$ cat config.mk
export PLATFORM = sky130hd
export DESIGN_NAME = spi_cmd_slave
export DESIGN_NICKNAME = d
export VERILOG_FILES = /design/src/rtl/spi_cmd_pkg.sv /design/src/rtl/spi_pin_sync.sv /design/src/rtl/spi_word_engine.sv /design/src/rtl/spi_cmd_fsm.sv /design/src/rtl/spi_cmd_slave.sv
export SDC_FILE = /design/constraint.sdc
export NUM_CORES = 1
export LEC_CHECK = 0
export CELL_PAD_IN_SITES_DETAIL_PLACEMENT = 1
export CELL_PAD_IN_SITES_GLOBAL_PLACEMENT = 2
export CORE_ASPECT_RATIO = 0.9
export CORE_MARGIN = 1
export CORE_UTILIZATION = 26
export DETAILED_ROUTE_END_ITERATION = 6
export GPL_TIMING_DRIVEN = 0
export HOLD_SLACK_MARGIN = 0.15
export PLACE_DENSITY_LB_ADDON = 0.1
export SLEW_MARGIN = 15
export SYNTH_ARGS = -nofsm -noshare
export SYNTH_HDL_FRONTEND = slang
export SYNTH_SLANG_ARGS = --single-unit
$ cat constraint.sdc
create_clock -name clk -period 3.35 [get_ports clk]
set_clock_uncertainty 0.2 [all_clocks]
set_input_delay 1.005 -clock clk [delete_from_list [all_inputs] [get_ports clk]]
set_output_delay 1.005 -clock clk [all_outputs]
set_load 0.01 [all_outputs]
$ cat src/rtl/spi_cmd_pkg.sv
package spi_cmd_pkg;

  localparam int unsigned OP_BITS = 3;

  typedef enum logic [OP_BITS-1:0] {
    OP_CFG_WR  = 3'b000,
    OP_RESUME  = 3'b001,
    OP_IDENT   = 3'b010,
    OP_LIM_CLR = 3'b011,
    OP_REG_WR  = 3'b100,
    OP_RSVD    = 3'b101,
    OP_SAMPLE  = 3'b110,
    OP_LIM_RD  = 3'b111
  } cmd_op_e;

  localparam logic [15:0] IDENT_WORD = 16'hF0A5;

endpackage

$ cat src/rtl/spi_pin_sync.sv
module spi_pin_sync #(
  parameter int unsigned STAGES = 2
) (
  input  logic clk,
  input  logic rst_n,
  input  logic sclk_i,
  input  logic cs_n_i,
  input  logic mosi_i,
  output logic sclk_rise,
  output logic sclk_fall,
  output logic cs_act,
  output logic cs_start,
  output logic mosi_s
);

  localparam int unsigned PINS = 3;
  localparam logic [PINS-1:0] IDLE = 3'b010;   // sclk low, cs_n high, mosi low

  logic [PINS-1:0] raw;
  logic [PINS-1:0] stg [STAGES];
  logic [PINS-1:0] last;

  assign raw = {sclk_i, cs_n_i, mosi_i};

  genvar g;
  generate
    for (g = 0; g < STAGES; g++) begin : g_stage
      if (g == 0) begin : g_first
        always_ff @(posedge clk or negedge rst_n) begin
          if (!rst_n) stg[0] <= IDLE;
          else        stg[0] <= raw;
        end
      end else begin : g_next
        always_ff @(posedge clk or negedge rst_n) begin
          if (!rst_n) stg[g] <= IDLE;
          else        stg[g] <= stg[g-1];
        end
      end
    end
  endgenerate

  always_ff @(posedge clk or negedge rst_n) begin
    if (!rst_n) last <= IDLE;
    else        last <= stg[STAGES-1];
  end

  logic sclk_s, cs_n_s;
  assign sclk_s    = stg[STAGES-1][2];
  assign cs_n_s    = stg[STAGES-1][1];
  assign mosi_s    = stg[STAGES-1][0];
  assign cs_act    = ~cs_n_s;
  assign cs_start  = ~cs_n_s & last[1];
  assign sclk_rise = ~cs_n_s & sclk_s & ~last[2];
  assign sclk_fall = ~cs_n_s & ~sclk_s & last[2];

endmodule

$ cat src/rtl/spi_word_engine.sv
module spi_word_engine #(
  parameter int unsigned W = 16
) (
  input  logic         clk,
  input  logic         rst_n,
  input  logic         cs_act,
  input  logic         cs_start,
  input  logic         sclk_rise,
  input  logic         sclk_fall,
  input  logic         mosi,
  input  logic [W-1:0] first_tx,
  input  logic [W-1:0] next_tx,
  output logic         miso,
  output logic         word_done,
  output logic [W-1:0] rx_word
);

  localparam int unsigned CNT_W = $clog2(W);
  localparam logic [CNT_W-1:0] LAST_BIT = CNT_W'(W - 1);

  logic [CNT_W-1:0] bit_cnt;
  logic [W-1:0]     rx_sh;
  logic [W-1:0]     tx_sh;
  logic [W-1:0]     rx_full;

  assign rx_full = {rx_sh[W-2:0], mosi};
  assign miso    = tx_sh[W-1];

  always_ff @(posedge clk or negedge rst_n) begin
    if (!rst_n) begin
      bit_cnt   <= '0;
      rx_sh     <= '0;
      tx_sh     <= '0;
      rx_word   <= '0;
      word_done <= 1'b0;
    end else begin
      word_done <= 1'b0;
      if (!cs_act) begin
        bit_cnt <= '0;
        rx_sh   <= '0;
      end else if (cs_start) begin
        bit_cnt <= '0;
        rx_sh   <= '0;
        tx_sh   <= first_tx;
      end else begin
        if (sclk_rise) begin
          rx_sh <= rx_full;
          if (bit_cnt == LAST_BIT) begin
            bit_cnt   <= '0;
            word_done <= 1'b1;
            rx_word   <= rx_full;
          end else begin
            bit_cnt <= bit_cnt + 1'b1;
          end
        end
        if (sclk_fall) begin
          // a falling edge with the counter at zero follows a finished word
          if (bit_cnt == '0) tx_sh <= next_tx;
          else               tx_sh <= {tx_sh[W-2:0], 1'b0};
        end
      end
    end
  end

endmodule

$ cat src/rtl/spi_cmd_fsm.sv
module spi_cmd_fsm
  import spi_cmd_pkg::*;
#(
  parameter int unsigned W            = 16,
  parameter int unsigned ADDR_W       = 8,
  parameter int unsigned POINT_W      = 13,
  parameter int unsigned CFG_WORDS    = 6,
  parameter int unsigned SAMPLE_SLOTS = 6,
  parameter int unsigned SAMPLE_W     = 48,
  parameter int unsigned LIM_WORDS    = 6
) (
  input  logic                           clk,
  input  logic                           rst_n,
  input  logic                           cs_act,
  input  logic                           word_done,
  input  logic [W-1:0]                   rx_word,
  input  logic [SAMPLE_SLOTS*SAMPLE_W-1:0] sample_bus,
  input  logic [LIM_WORDS*W-1:0]         lim_bus,
  output logic [W-1:0]                   next_tx,
  output logic                           reg_wr_valid,
  output logic [ADDR_W-1:0]              reg_wr_addr,
  output logic [W-1:0]                   reg_wr_data,
  output logic                           cfg_wr_valid,
  output logic [POINT_W-1:0]             cfg_wr_point,
  output logic [CFG_WORDS*W-1:0]         cfg_wr_data,
  output logic                           sample_ack,
  output logic                           limits_clr,
  output logic                           sweep_resume
);

  localparam int unsigned SAMPLE_WORDS = SAMPLE_SLOTS * SAMPLE_W / W;
  localparam int unsigned CFG_BITS     = CFG_WORDS * W;
  localparam int unsigned MAX_A        = (SAMPLE_WORDS > CFG_WORDS) ? SAMPLE_WORDS : CFG_WORDS;
  localparam int unsigned MAX_IDX      = (MAX_A > LIM_WORDS) ? MAX_A : LIM_WORDS;
  localparam int unsigned IDX_W        = $clog2(MAX_IDX + 2);
  localparam logic [IDX_W-1:0] SAT_IDX     = IDX_W'(MAX_IDX + 1);
  localparam logic [IDX_W-1:0] LAST_SAMPLE = IDX_W'(SAMPLE_WORDS);
  localparam logic [IDX_W-1:0] LAST_CFG    = IDX_W'(CFG_WORDS);
  localparam logic [IDX_W-1:0] LAST_LIM    = IDX_W'(LIM_WORDS);
  localparam logic [IDX_W-1:0] ONE         = IDX_W'(1);

  cmd_op_e          op_q;
  logic [W-1:0]     hdr_q;
  logic [IDX_W-1:0] widx;
  logic [CFG_BITS-1:0] cfg_buf;

  cmd_op_e          cur_op;
  logic [IDX_W-1:0] nxt_idx;
  logic [IDX_W-1:0] slot;
  logic [W-1:0]     tx_sel;
  logic [CFG_BITS-1:0] cfg_shift;

  assign cur_op    = (widx == '0) ? cmd_op_e'(rx_word[W-1 -: OP_BITS]) : op_q;
  assign nxt_idx   = (widx == SAT_IDX) ? SAT_IDX : widx + 1'b1;
  assign slot      = nxt_idx - ONE;
  assign cfg_shift = {rx_word, cfg_buf[CFG_BITS-1:W]};

  // word returned after the one just finished
  always_comb begin
    tx_sel = '0;
    unique case (cur_op)
      OP_IDENT:  if (nxt_idx == ONE) tx_sel = W'(IDENT_WORD);
      OP_SAMPLE: if (nxt_idx >= ONE && nxt_idx <= LAST_SAMPLE)
                   tx_sel = sample_bus[slot*W +: W];
      OP_LIM_RD: if (nxt_idx >= ONE && nxt_idx <= LAST_LIM)
                   tx_sel = lim_bus[slot*W +: W];
      default:   tx_sel = '0;
    endcase
  end

  always_ff @(posedge clk or negedge rst_n) begin
    if (!rst_n) begin
      op_q         <= OP_RSVD;
      hdr_q        <= '0;
      widx         <= '0;
      cfg_buf      <= '0;
      next_tx      <= '0;
      reg_wr_valid <= 1'b0;
      reg_wr_addr  <= '0;
      reg_wr_data  <= '0;
      cfg_wr_valid <= 1'b0;
      cfg_wr_point <= '0;
      cfg_wr_data  <= '0;
      sample_ack   <= 1'b0;
      limits_clr   <= 1'b0;
      sweep_resume <= 1'b0;
    end else begin
      reg_wr_valid <= 1'b0;
      cfg_wr_valid <= 1'b0;
      sample_ack   <= 1'b0;
      limits_clr   <= 1'b0;
      sweep_resume <= 1'b0;
      if (!cs_act) begin
        widx <= '0;
      end else if (word_done) begin
        widx    <= nxt_idx;
        next_tx <= tx_sel;
        if (widx == '0) begin
          op_q         <= cur_op;
          hdr_q        <= rx_word;
          limits_clr   <= (cur_op == OP_LIM_CLR);
          sweep_resume <= (cur_op == OP_RESUME);
        end else begin
          unique case (op_q)
            OP_REG_WR: if (widx == ONE) begin
              reg_wr_valid <= 1'b1;
              reg_wr_addr  <= hdr_q[ADDR_W-1:0];
              reg_wr_data  <= rx_word;
            end
            OP_CFG_WR: if (widx <= LAST_CFG) begin
              cfg_buf <= cfg_shift;
              if (widx == LAST_CFG) begin
                cfg_wr_valid <= 1'b1;
                cfg_wr_point <= hdr_q[POINT_W-1:0];
                cfg_wr_data  <= cfg_shift;
              end
            end
            OP_SAMPLE: if (widx == LAST_SAMPLE) sample_ack <= 1'b1;
            default: ;
          endcase
        end
      end
    end
  end

endmodule

$ cat src/rtl/spi_cmd_slave.sv
module spi_cmd_slave #(
  parameter int unsigned SYNC_STAGES  = 2,
  parameter int unsigned WORD_W       = 16,
  parameter int unsigned ADDR_W       = 8,
  parameter int unsigned POINT_W      = 13,
  parameter int unsigned CFG_WORDS    = 6,
  parameter int unsigned SAMPLE_SLOTS = 6,
  parameter int unsigned SAMPLE_W     = 48,
  parameter int unsigned LIM_WORDS    = 6
) (
  input  logic                               clk,
  input  logic                               rst_n,
  input  logic                               spi_sclk,
  input  logic                               spi_cs_n,
  input  logic                               spi_mosi,
  output logic                               spi_miso,
  input  logic [WORD_W-1:0]                  status_word,
  input  logic [SAMPLE_SLOTS*SAMPLE_W-1:0]   sample_bus,
  input  logic [LIM_WORDS*WORD_W-1:0]        lim_bus,
  output logic                               reg_wr_valid,
  output logic [ADDR_W-1:0]                  reg_wr_addr,
  output logic [WORD_W-1:0]                  reg_wr_data,
  output logic                               cfg_wr_valid,
  output logic [POINT_W-1:0]                 cfg_wr_point,
  output logic [CFG_WORDS*WORD_W-1:0]        cfg_wr_data,
  output logic                               sample_ack,
  output logic                               limits_clr,
  output logic                               sweep_resume
);

  logic sclk_rise, sclk_fall, cs_act, cs_start, mosi_s;
  logic word_done;
  logic [WORD_W-1:0] rx_word, next_tx;

  spi_pin_sync #(.STAGES(SYNC_STAGES)) u_sync (
    .clk       (clk),
    .rst_n     (rst_n),
    .sclk_i    (spi_sclk),
    .cs_n_i    (spi_cs_n),
    .mosi_i    (spi_mosi),
    .sclk_rise (sclk_rise),
    .sclk_fall (sclk_fall),
    .cs_act    (cs_act),
    .cs_start  (cs_start),
    .mosi_s    (mosi_s)
  );

  spi_word_engine #(.W(WORD_W)) u_word (
    .clk       (clk),
    .rst_n     (rst_n),
    .cs_act    (cs_act),
    .cs_start  (cs_start),
    .sclk_rise (sclk_rise),
    .sclk_fall (sclk_fall),
    .mosi      (mosi_s),
    .first_tx  (status_word),
    .next_tx   (next_tx),
    .miso      (spi_miso),
    .word_done (word_done),
    .rx_word   (rx_word)
  );

  spi_cmd_fsm #(
    .W            (WORD_W),
    .ADDR_W       (ADDR_W),
    .POINT_W      (POINT_W),
    .CFG_WORDS    (CFG_WORDS),
    .SAMPLE_SLOTS (SAMPLE_SLOTS),
    .SAMPLE_W     (SAMPLE_W),
    .LIM_WORDS    (LIM_WORDS)
  ) u_fsm (
    .clk          (clk),
    .rst_n        (rst_n),
    .cs_act       (cs_act),
    .word_done    (word_done),
    .rx_word      (rx_word),
    .sample_bus   (sample_bus),
    .lim_bus      (lim_bus),
    .next_tx      (next_tx),
    .reg_wr_valid (reg_wr_valid),
    .reg_wr_addr  (reg_wr_addr),
    .reg_wr_data  (reg_wr_data),
    .cfg_wr_valid (cfg_wr_valid),
    .cfg_wr_point (cfg_wr_point),
    .cfg_wr_data  (cfg_wr_data),
    .sample_ack   (sample_ack),
    .limits_clr   (limits_clr),
    .sweep_resume (sweep_resume)
  );

endmodule

==> qor.yml <==
outcome:
  status: "complete, no violations"
clock_tree:
  cts.reportedPaths.clkPinSlew_ps: 60
  clk_path_buf_depth: 3
  cts_buffers: 35
  clk_latency_ps: 520
  cts_tree: "built"
  cts_sinks: 315
  htreeDepth: 2
  clock-root-buffer: "clkbuf_16"
sta:
  report.final.slew_viol_count: 0
  fin_crit_sh_pct: 97.7
  tightest_slew_ps: 837
  rsz0062_at_grt: "false"
  setup_slack_ps: 77.2
  hold_violations: 0
  max_slew_margin_pct: 44.2
  final.min_clock_period_ps: 3270
  setup_violations: 0
  max_freq_mhz: 306
setup_path:
  endpoint_kind: "register"
  crit_fanout: 10
  worst_setup_path_start_kind: "register"
  arrival_ps: 3460
  crit_type: "reg -> reg"
  required_ps: 3540
yosys:
  yosysWarnings: 0
  ys_ff_latch: 315
  syn_area_per_cell_sq_um: 11.9
  synth_area_sq_um: 16200
  ys_top_cells_by_count: "dfrtp_1, nand2_1, mux2_2, a21oi_1, mux2i_1"
  synth_area_leaders: "dfrtp_1, mux2_2, mux4_2"
  synth_most_common_cell: "dfrtp_1"
  synth_top_area_cell: "dfrtp_1"
  yosysSeqAreaShare_pct: 48.7
  synth_ff_type: "dfrtp_1"
  synth_cells: 1362
  synthArstFlopShare_pct: 100
  synth_edf_count: 0
  syn-num-nets: 1774
  yosysTopAreaCellShare_pct: 47.9
  synth_cell_types: 84
place:
  hpwl_um: 60000
  preCtsSetupSlack_ps: -1390
  dp.cells: 2744
  gp_congestion: 0.911
  io_buffers: 543
pwr:
  vdd_drop_max_uv: 246
  leakagePower_nw: 10.9
  power_density_nw_per_um2: 353
grt:
  antenna_found_initial: 22
  grt_max_degree: 93
  overflow: 0
  grt_usage_pct: 23.5
  grt_pass1_wl_um: 107000
  grt_pass1_vias: 15172
route:
  drc: 0
  first_pass_iters: 5
  drtAntennaViolNets: 0
  drtIter0Drc: 768
  num_vias: 13914
  wl_per_cell_um: 26.1
  routed_via_density: 4.88
  wirelength_um: 74400
die:
  die_h_um: 239
  rows: 86
  io_pins: 544
  core-area_sq_um: 61400
  fp.dieW_um: 265
  dieArea_sq_um: 63300
  start_util_pct: 26.4
final_layout:
  final_cells: 2853
  drive_gt1_share_pct: 25.0
  syn_to_final_growth_pct: 52.3
  fin_nets: 2388
flow_run:
  max_cap_viol_count: 0
min_path:
  hold_class: "reg -> reg"
-- layer usage --
metal  wire, um  part of all wire [%]  vias up  GRT usage, %
met5         46                 0.062        -             0
met4       1430                   1.9        6          6.17
met2      33300                    45      403          35.8
li1           -                     -     6209             -
met1      34600                    47     7211          32.7
met3       5030                   6.8       85          6.58
-- kinds of logic after synthesis --
| family | count (synthesis) | synth area share, % |
|---|---|---|
| and+or+nand+nor | 390 | 11.0 |
| muxes | 342 | 27.1 |
| DFF | 315 | 48.7 |
| AOI/OAI and AO/OA | 190 | 8.03 |
| buffers and inverters | 112 | 4.13 |
| adders and majority gates | 7 | 0.541 |
| xor gates and xnor gates | 6 | 0.487 |
-- worst paths after layout --
path	from	endpoint	slack (ps)	depth (start not counted)
max	u_fsm.widx[0]$_DFFE_PN0P_	u_fsm.next_tx[7]$_DFFE_PN0P_	80	12
min	u_sync.stg[4]$_DFF_PN1_	u_sync.cs_n_s$_DFF_PN1_	160	0
max reg2reg	u_fsm.widx[0]$_DFFE_PN0P_	u_fsm.next_tx[7]$_DFFE_PN0P_	80	12
min reg2reg	u_sync.stg[4]$_DFF_PN1_	u_sync.cs_n_s$_DFF_PN1_	160	0
max in group asynchronous	rst_n	u_fsm.cfg_buf[20]$_DFFE_PN0P_	1490	3
min in group asynchronous	rst_n	u_fsm.reg_wr_data[12]$_DFFE_PN0P_	260	1
-- through the flow --
step	total power, mW	setup TNS (ps)	utilization [%]	area, sq um	hold slack (ps)
after floorplan	4.11	0	-	16200	131
after global placement	4.77	-4158050	36.9	22700	142
after detailed placement	4.79	-79600	37.1	22800	140
after CTS	8.86	-30.5	39.9	24500	158
after global routing	9.07	0	40.1	24700	167
final	8.71	0	40.2	24700	156
-- critical path, stage by stage (launching register included) --
cell and delay (ps):
dfrtp_2 420, buf_8 160, clkinvlp_4 130, ha_4 250, nor4bb_1 310, a31oi_1 150
o221ai_4 400, or2_1 170, buf_6 150, buf_2 300, a21oi_1 90, o21ai_1 250
o211ai_1 130
-- where the power goes --
group | total (mW) | internal, mW | switching, mW | leakage [nW]
clock | 3.98 | 2.42 | 1.56 | 0.575
combinational | 0.870 | 0.547 | 0.323 | 6.05
sequential | 3.86 | 3.84 | 0.0200 | 4.25
total | 8.71 | 6.81 | 1.91 | 10.9
-- sequential cells by signal, indices dropped and copies added (netlist names), 3 cells and up --
name,cells
u_word.rx_sh,15
u_fsm.reg_wr_data,16
u_fsm.hdr_q,13
u_word.rx_word,16
u_word.tx_sh,16
u_fsm.op_q,3
u_fsm.reg_wr_addr,8
u_word.bit_cnt,4
u_fsm.cfg_wr_data,96
u_fsm.widx,5
u_fsm.next_tx,16
u_fsm.cfg_wr_point,13
u_sync.stg,3
u_fsm.cfg_buf,80
-- repair_timing --
action | in CTS | in global routing
gates resized for setup | 75 | 15
buffers inserted | 19 | 15
endpoints found under the hold margin | 1 | 0
gates cloned | 1 | 0
endpoints found under the setup margin | 222 | 62
pin swaps | 22 | 11
hold buffers | 1 | 0
-- placed cells by master (no fill, tap or decap), types with 41 or more instances in the layout --
master	n
mux4_2	53
buf_4	44
nand3_1	41
mux2i_1	54
nand2_1	224
a21oi_1	66
nor2_1	45
dfrtp_1	308
clkdlybuf4s50_1	542
mux2_2	218
-- cell type report --
cell class	count	area, sq um
diodes	18	45.0
plain buffers	97	693
clock buffers	49	1010
clock inverters	11	175
fillers	6546	36800
inverters	10	56.3
multi-input cells	935	7900
flip-flops and latches	315	7890
well taps	836	1050
repair buffers	582	5860
Note: power is estimated with default switching activity, not from simulation.
